`config.mk`:
```
export PLATFORM = sky130hd
export DESIGN_NAME = warp_reconv_stack
export DESIGN_NICKNAME = d
export VERILOG_FILES = /design/src/rtl/reconv_pkg.sv /design/src/rtl/reconv_op_decode.sv /design/src/rtl/reconv_entry_store.sv /design/src/rtl/reconv_ctrl.sv /design/src/rtl/warp_reconv_stack.sv
export SDC_FILE = /design/constraint.sdc
export NUM_CORES = 1
export LEC_CHECK = 0
export BUFFER_PORTS_ARGS = -buffer_cell sky130_fd_sc_hd__clkbuf_2
export CORE_MARGIN = 1.5
export CORE_UTILIZATION = 45
export DETAILED_ROUTE_END_ITERATION = 6
export MAX_ROUTING_LAYER = met4
export PLACE_DENSITY = 0.66
export SKIP_CTS_REPAIR_TIMING = 1
export SLEW_MARGIN = 25
export SYNTH_ARGS = -nofsm -noshare
export SYNTH_HDL_FRONTEND = slang
export SYNTH_SLANG_ARGS = --single-unit
```
`constraint.sdc`:
```
create_clock -name clk -period 5 [get_ports clk]
set_clock_uncertainty 0.2 [all_clocks]
set_input_delay 0.25 -clock clk [delete_from_list [all_inputs] [get_ports clk]]
set_output_delay 0.25 -clock clk [all_outputs]
set_load 0.03 [all_outputs]
```
`src/rtl/reconv_pkg.sv`:
```
package reconv_pkg;

    typedef enum logic [1:0] {
        ST_EMPTY   = 2'd0,
        ST_PARTIAL = 2'd1,
        ST_FULL    = 2'd2
    } level_state_e;

    typedef enum logic [1:0] {
        OP_NONE  = 2'd0,
        OP_SPLIT = 2'd1,
        OP_JOIN  = 2'd2
    } stack_op_e;

endpackage

```
`src/rtl/reconv_op_decode.sv`:
```
module reconv_op_decode
    import reconv_pkg::*;
(
    input  logic      split_req,
    input  logic      join_req,
    output stack_op_e op
);
    // Join wins: a split arriving together with a join is dropped.
    always_comb begin
        if (join_req)       op = OP_JOIN;
        else if (split_req) op = OP_SPLIT;
        else                op = OP_NONE;
    end
endmodule

```
`src/rtl/reconv_entry_store.sv`:
```
module reconv_entry_store #(
    parameter int LANES = 8,
    parameter int PC_W  = 16,
    parameter int DEPTH = 8,
    localparam int PTR_W = $clog2(DEPTH + 1),
    localparam int IDX_W = (DEPTH > 1) ? $clog2(DEPTH) : 1
) (
    input  logic             clk,
    input  logic             rst_n,
    input  logic             push_pair,
    input  logic [PTR_W-1:0] level,
    input  logic [LANES-1:0] fall_mask,
    input  logic [LANES-1:0] taken_mask,
    input  logic [PC_W-1:0]  taken_pc,
    output logic             top_ft,
    output logic [LANES-1:0] top_mask,
    output logic [PC_W-1:0]  top_pc
);
    logic             ft_q   [DEPTH];
    logic [LANES-1:0] mask_q [DEPTH];
    logic [PC_W-1:0]  pc_q   [DEPTH];

    logic [IDX_W-1:0] lo_idx, hi_idx, top_idx;

    assign lo_idx  = IDX_W'(level);
    assign hi_idx  = IDX_W'(level + PTR_W'(1));
    assign top_idx = (level == '0) ? '0 : IDX_W'(level - PTR_W'(1));

    always_ff @(posedge clk or negedge rst_n) begin
        if (!rst_n) begin
            for (int i = 0; i < DEPTH; i++) begin
                ft_q[i]   <= 1'b0;
                mask_q[i] <= '0;
                pc_q[i]   <= '0;
            end
        end else if (push_pair) begin
            ft_q[lo_idx]   <= 1'b1;
            mask_q[lo_idx] <= fall_mask;
            pc_q[lo_idx]   <= '0;
            ft_q[hi_idx]   <= 1'b0;
            mask_q[hi_idx] <= taken_mask;
            pc_q[hi_idx]   <= taken_pc;
        end
    end

    assign top_ft   = ft_q[top_idx];
    assign top_mask = mask_q[top_idx];
    assign top_pc   = pc_q[top_idx];
endmodule

```
`src/rtl/reconv_ctrl.sv`:
```
module reconv_ctrl
    import reconv_pkg::*;
#(
    parameter int LANES = 8,
    parameter int PC_W  = 16,
    parameter int DEPTH = 8,
    localparam int PTR_W = $clog2(DEPTH + 1)
) (
    input  logic             clk,
    input  logic             rst_n,
    input  stack_op_e        op,
    input  logic [LANES-1:0] cur_mask,
    input  logic [LANES-1:0] pred_bits,
    input  logic             top_ft,
    input  logic [LANES-1:0] top_mask,
    input  logic [PC_W-1:0]  top_pc,
    output logic             push_pair,
    output logic [PTR_W-1:0] level,
    output logic [LANES-1:0] next_mask,
    output logic             redirect_valid,
    output logic [PC_W-1:0]  redirect_pc,
    output logic             overflow,
    output logic             underflow
);
    localparam logic [PTR_W-1:0] ROOM_LIMIT = PTR_W'(DEPTH - 2);

    level_state_e     state_q, state_d;
    logic [PTR_W-1:0] level_q, level_d;

    function automatic level_state_e classify(input logic [PTR_W-1:0] lv);
        if (lv == '0)             return ST_EMPTY;
        else if (lv > ROOM_LIMIT) return ST_FULL;
        else                      return ST_PARTIAL;
    endfunction

    // State register
    always_ff @(posedge clk or negedge rst_n) begin
        if (!rst_n) begin
            state_q <= ST_EMPTY;
            level_q <= '0;
        end else begin
            state_q <= state_d;
            level_q <= level_d;
        end
    end

    // Transitions: push-pair, pop-one, hold
    always_comb begin
        level_d   = level_q;
        push_pair = 1'b0;
        unique case (state_q)
            ST_EMPTY: begin
                if (op == OP_SPLIT) begin
                    push_pair = 1'b1;
                    level_d   = level_q + PTR_W'(2);
                end
            end
            ST_PARTIAL: begin
                if (op == OP_SPLIT) begin
                    push_pair = 1'b1;
                    level_d   = level_q + PTR_W'(2);
                end else if (op == OP_JOIN) begin
                    level_d = level_q - PTR_W'(1);
                end
            end
            ST_FULL: begin
                if (op == OP_JOIN) level_d = level_q - PTR_W'(1);
            end
            default: level_d = '0;
        endcase
        state_d = classify(level_d);
    end

    // Outputs
    always_comb begin
        next_mask      = cur_mask;
        redirect_valid = 1'b0;
        redirect_pc    = '0;
        overflow       = 1'b0;
        underflow      = 1'b0;
        unique case (op)
            OP_SPLIT: begin
                if (state_q == ST_FULL) overflow = 1'b1;
                else                    next_mask = cur_mask & ~pred_bits;
            end
            OP_JOIN: begin
                if (state_q == ST_EMPTY) begin
                    underflow = 1'b1;
                end else begin
                    next_mask = top_mask;
                    if (!top_ft) begin
                        redirect_valid = 1'b1;
                        redirect_pc    = top_pc;
                    end
                end
            end
            default: ;
        endcase
    end

    assign level = level_q;
endmodule

```
`src/rtl/warp_reconv_stack.sv`:
```
module warp_reconv_stack
    import reconv_pkg::*;
#(
    parameter int LANES   = 8,
    parameter int PC_W    = 16,
    parameter int DEPTH   = 8,
    parameter int PC_STEP = 1
) (
    input  logic             clk,
    input  logic             rst_n,
    input  logic             split_req,
    input  logic             join_req,
    input  logic [LANES-1:0] pred_bits,
    input  logic [LANES-1:0] cur_mask,
    input  logic [PC_W-1:0]  cur_pc,
    output logic [LANES-1:0] next_mask,
    output logic             redirect_valid,
    output logic [PC_W-1:0]  redirect_pc,
    output logic             overflow,
    output logic             underflow
);
    localparam int PTR_W = $clog2(DEPTH + 1);

    stack_op_e        op;
    logic             push_pair;
    logic [PTR_W-1:0] level;
    logic             top_ft;
    logic [LANES-1:0] top_mask;
    logic [PC_W-1:0]  top_pc;
    logic [LANES-1:0] taken_mask;
    logic [PC_W-1:0]  taken_pc;

    assign taken_mask = cur_mask & pred_bits;
    assign taken_pc   = cur_pc + PC_W'(PC_STEP);

    reconv_op_decode u_dec (
        .split_req (split_req),
        .join_req  (join_req),
        .op        (op)
    );

    reconv_ctrl #(.LANES(LANES), .PC_W(PC_W), .DEPTH(DEPTH)) u_ctrl (
        .clk            (clk),
        .rst_n          (rst_n),
        .op             (op),
        .cur_mask       (cur_mask),
        .pred_bits      (pred_bits),
        .top_ft         (top_ft),
        .top_mask       (top_mask),
        .top_pc         (top_pc),
        .push_pair      (push_pair),
        .level          (level),
        .next_mask      (next_mask),
        .redirect_valid (redirect_valid),
        .redirect_pc    (redirect_pc),
        .overflow       (overflow),
        .underflow      (underflow)
    );

    reconv_entry_store #(.LANES(LANES), .PC_W(PC_W), .DEPTH(DEPTH)) u_store (
        .clk        (clk),
        .rst_n      (rst_n),
        .push_pair  (push_pair),
        .level      (level),
        .fall_mask  (cur_mask),
        .taken_mask (taken_mask),
        .taken_pc   (taken_pc),
        .top_ft     (top_ft),
        .top_mask   (top_mask),
        .top_pc     (top_pc)
    );
endmodule

```
==> run_summary.xml <==
<?xml version="1.0" encoding="UTF-8"?>
<metrics>
  <group name="grt">
    <metric name="grt_max_degree" unit="">132</metric>
    <metric name="antenna_found_initial" unit="">0</metric>
    <metric name="grt_remaining_overflow" unit="">0</metric>
    <metric name="gr-usage-all-layers" unit="%">27.8</metric>
    <metric name="grt_first_pass_wirelength" unit="mm">51.7</metric>
    <metric name="via_count_of_the_first_global_routing_pass" unit="">9081</metric>
  </group>
  <group name="timing">
    <metric name="hold-worst-slack" unit="ns">-0.0353</metric>
    <metric name="max_freq" unit="MHz">226</metric>
    <metric name="rsz0062_at_grt" unit="">false</metric>
    <metric name="report.final.setup_viol" unit="">0</metric>
    <metric name="worst_slew_margin_rel" unit="%">31.1</metric>
    <metric name="worst_max_slew_pin_slew" unit="ns">1.03</metric>
    <metric name="final.period_utilization" unit="%">88.4</metric>
    <metric name="final_hold_viol_count" unit="">10</metric>
    <metric name="finalWorstPathRequiredPeriod" unit="ns">4.42</metric>
    <metric name="setup_tns" unit="ns">0</metric>
    <metric name="final-max-slew-violation-count" unit="">0</metric>
  </group>
  <group name="pwr">
    <metric name="total_switching_power" unit="W">0.00363</metric>
    <metric name="pwr-share-seq" unit="%">33.8</metric>
    <metric name="cellLeakagePower" unit="nW">5.27</metric>
    <metric name="ir_worst_vdd" unit="V">0.000333</metric>
    <metric name="power_density_cells" unit="nW/um^2">689</metric>
    <metric name="internal-power" unit="W">0.00480</metric>
    <metric name="clock_power_share" unit="%">20.0</metric>
    <metric name="switching_share" unit="%">43.0</metric>
    <metric name="comb_power_share" unit="%">46.2</metric>
  </group>
  <group name="logic_synthesis">
    <metric name="post_synth_num_cell_types" unit="">57</metric>
    <metric name="synth_async_sr_flop_share" unit="%">100</metric>
    <metric name="synth_top_cell_by_area" unit="">sky130_fd_sc_hd__dfrtp_1</metric>
    <metric name="synth_simple_gate_area_share" unit="%">12.7</metric>
    <metric name="post_synth_xor_area_fraction" unit="%">1.55</metric>
    <metric name="synth_adder_area_share" unit="%">0.934</metric>
    <metric name="seq_area_frac_synth" unit="%">48.1</metric>
    <metric name="yosys.area.top_type_share" unit="%">48.1</metric>
    <metric name="synth_area_per_cell" unit="sq um">9.34</metric>
    <metric name="main_combinational_cell_family_by_area_after_synthesis" unit="">compound AO/OA/AOI/OAI gates</metric>
    <metric name="synth-warning-count" unit="">0</metric>
    <metric name="synth.cell_area" unit="sq um">10700</metric>
    <metric name="synth_mux_area_share" unit="%">8.76</metric>
    <metric name="synth_register_bits" unit="">206</metric>
    <metric name="synth_top_flop_cell" unit="">sky130_fd_sc_hd__dfrtp_1</metric>
    <metric name="synth.net_count" unit="">1192</metric>
    <metric name="synth_compound_area_share" unit="%">23.8</metric>
    <metric name="synth_commonest_cells" unit="">sky130_fd_sc_hd__o21ai_0 (230), sky130_fd_sc_hd__nand2_1 (223), sky130_fd_sc_hd__dfrtp_1 (206), sky130_fd_sc_hd__a21oi_1 (82), sky130_fd_sc_hd__clkbuf_1 (67)</metric>
    <metric name="most_common_cell_in_the_synthesized_netlist" unit="">sky130_fd_sc_hd__o21ai_0</metric>
    <metric name="syn_inst" unit="">1148</metric>
    <metric name="synth_area_leaders" unit="">sky130_fd_sc_hd__dfrtp_1 (48%), sky130_fd_sc_hd__o21ai_0 (11%), sky130_fd_sc_hd__nand2_1 (7.8%)</metric>
    <metric name="synth-edff-count" unit="">0</metric>
  </group>
  <group name="route">
    <metric name="route.antenna.remaining_nets" unit="">0</metric>
    <metric name="wl_per_cell" unit="um">21.6</metric>
    <metric name="drt-pass1-iter-count" unit="">5</metric>
    <metric name="remaining_drc_errors" unit="">0</metric>
    <metric name="vias" unit="">9199</metric>
    <metric name="vias_per_cell" unit="">6.08</metric>
    <metric name="drt-total-wl" unit="mm">32.6</metric>
    <metric name="detail_route.iter0.violations" unit="">816</metric>
  </group>
  <group name="floorplanning">
    <metric name="core_region_area" unit="sq um">23400</metric>
    <metric name="die_y" unit="um">157</metric>
    <metric name="row_count" unit="">56</metric>
    <metric name="fp.dieArea" unit="sq um">24800</metric>
    <metric name="horizontal_die_dimension" unit="um">157</metric>
    <metric name="initial_utilization" unit="%">45.8</metric>
    <metric name="io-pin-count" unit="">63</metric>
  </group>
  <group name="final_layout">
    <metric name="postLayoutCellArea" unit="sq um">12200</metric>
    <metric name="finish.net_count" unit="">1220</metric>
    <metric name="post_synthesis_to_final_layout_area_growth" unit="%">14.2</metric>
    <metric name="final.fill_count" unit="">2174</metric>
    <metric name="antennaDiodeCount" unit="">0</metric>
    <metric name="multi_input_comb_area" unit="sq um">5200</metric>
    <metric name="layout.area.seq" unit="sq um">5160</metric>
    <metric name="ratio_of_cells_with_drive_above_1_in_the_final_layout" unit="%">15.1</metric>
  </group>
  <group name="hold_path">
    <metric name="min-delay-start" unit="">pred_bits[4]</metric>
    <metric name="worstHoldPathType" unit="">primary input to flip-flop</metric>
  </group>
  <group name="setup_path">
    <metric name="crit_chain" unit="">inv_2 -&gt; ha_2 -&gt; nor2b_2 -&gt; a21o_2 -&gt; buf_4 -&gt; mux4_2 -&gt; a22o_1 -&gt; clkbuf_2</metric>
    <metric name="timing.critical_path.buf_inv" unit="">3</metric>
    <metric name="timing.critical_path.from_type" unit="">flip-flop</metric>
    <metric name="timing.critical_path.slowest_stage_cell" unit="">sky130_fd_sc_hd__a21o_2</metric>
    <metric name="worst_setup_path_end_kind" unit="">output port</metric>
    <metric name="timing.critical_path.slowest_cell_delay" unit="ns">0.62</metric>
    <metric name="data_arrival_time_of_the_critical_path" unit="ns">3.97</metric>
    <metric name="rr_startpoint" unit="">u_ctrl.level[0]</metric>
    <metric name="path_delay_family" unit="">buffers and inverters</metric>
    <metric name="setup.worst_path.class" unit="">flip-flop to output port</metric>
    <metric name="worst-endpoint-required" unit="ns">4.55</metric>
    <metric name="crit_start" unit="">u_ctrl.level[0]</metric>
    <metric name="crit_fanout" unit="">22</metric>
  </group>
  <group name="placed_design">
    <metric name="placement.cell_area" unit="sq um">11300</metric>
    <metric name="placement.io_buffers" unit="">62</metric>
    <metric name="place.gp.congestion" unit="">0.854</metric>
    <metric name="dpl.hpwl" unit="mm">21.0</metric>
  </group>
  <group name="cts">
    <metric name="ctsLongestPathBuffers" unit="">3</metric>
    <metric name="clock_slew_seen_by_the_registers_of_the_worst_setup_and_hold_paths" unit="ns">0.06</metric>
    <metric name="cts_buffers" unit="">23</metric>
    <metric name="clock_latency" unit="ns">0.52</metric>
    <metric name="cts_num_sinks" unit="">206</metric>
    <metric name="clk_root_buffer_cell" unit="">sky130_fd_sc_hd__clkbuf_16</metric>
    <metric name="cts-htree-levels" unit="">1</metric>
    <metric name="tritoncts_clock_tree" unit="">built</metric>
  </group>
  <group name="flow_run">
    <metric name="max_cap_viol_count" unit="">0</metric>
  </group>
  <group name="outcome">
    <metric name="violated_checks" unit="">negative hold slack</metric>
    <metric name="status" unit="">complete, but fails checks</metric>
  </group>
</metrics>
-- tightest hold or removal path, delay by kind of cell --
kind / cells / cell delay [ns]
AO/OA/AOI/OAI: 2 / 0.22
buffers and inverters: 1 / 0.17
-- cells by family after synthesis --
group,after synthesis
AOI/OAI and AO/OA,427
xor gates and xnor gates,19
adders and majority gates,8
buffers and inverters,105
DFF,206
muxes,72
and+or+nand+nor,311
-- cell usage in the layout (no fill, tap or decap), drive strengths merged, types with 16 or more instances in the layout --
cell	netlist	final
buf	32	25
o211ai	17	17
nor2	19	19
a221o	22	22
a22o	37	37
nand2	223	223
a21oi	82	82
mux2i	42	42
o21ai	236	236
dlygate4sd3	0	16
clkbuf	68	94
nand3	22	22
dfrtp	206	206
mux4	16	16
-- cell type report --
class / instances / share of cell area, %
clock inverter: 10 / 0.787
tap: 319 / 3.26
inverter: 5 / 0.153
clock buffer: 32 / 5.30
sequential: 206 / 42.1
timing repair buffer: 103 / 5.88
multi-input combinational: 837 / 42.5
-- power by group through the flow --
stage / sequential (W) / clock [W] / combinational, W
after detailed placement: 0.00286 / 0 / 0.00383
after global placement: 0.00284 / 0 / 0.00371
final: 0.00285 / 0.00169 / 0.00389
after global routing: 0.00293 / 0.00177 / 0.00427
after CTS: 0.00284 / 0.00170 / 0.00385
after floorplan: 0.00265 / 0 / 0.00289
-- through the flow --
step	setup slack [ns]	total power, W	hold slack, ns	cells	util (%)
floorplan	1.63	0.00554	-0.246	1148	-
detailed placement	1.17	0.00669	0.114	1453	48.3
finish	0.582	0.00843	-0.0353	1512	52.3
global route	0.383	0.00897	0.00523	1512	52.3
CTS	0.608	0.00839	-0.437	1495	51.5
global placement	1.25	0.00655	0.109	1452	48.2
-- final timing paths --
path,slack (ns),cells after the start,end
max in group asynchronous,3.34,3,u_store.pc_q[108]
min in group asynchronous,0.12,2,u_store.mask_q[29]
setup reg to reg,1.34,6,u_store.pc_q[102]
hold reg to reg,0.28,2,u_store.mask_q[57]
hold / removal,-0.04,3,u_store.mask_q[28]
setup / recovery,0.58,8,redirect_pc[4]
-- sequential cells by signal, indices dropped and copies added (netlist names) --
name and flops:
u_ctrl.state_q 2, u_store.ft_q 8, u_store.pc_q 128, u_store.mask_q 64, u_ctrl.level 4
-- per-layer routing --
| layer | up-vias | global-route usage, % | part of all wire (%) |
|---|---|---|---|
| met1 | 4560 | 36.5 | 43 |
| li1 | 4194 | - | - |
| met4 | 0 | 8.98 | 3.0 |
| met3 | 77 | 4.07 | 6.5 |
| met5 | - | - | 0 |
| met2 | 368 | 44.6 | 47 |
Power figures use the tool's default switching activity.
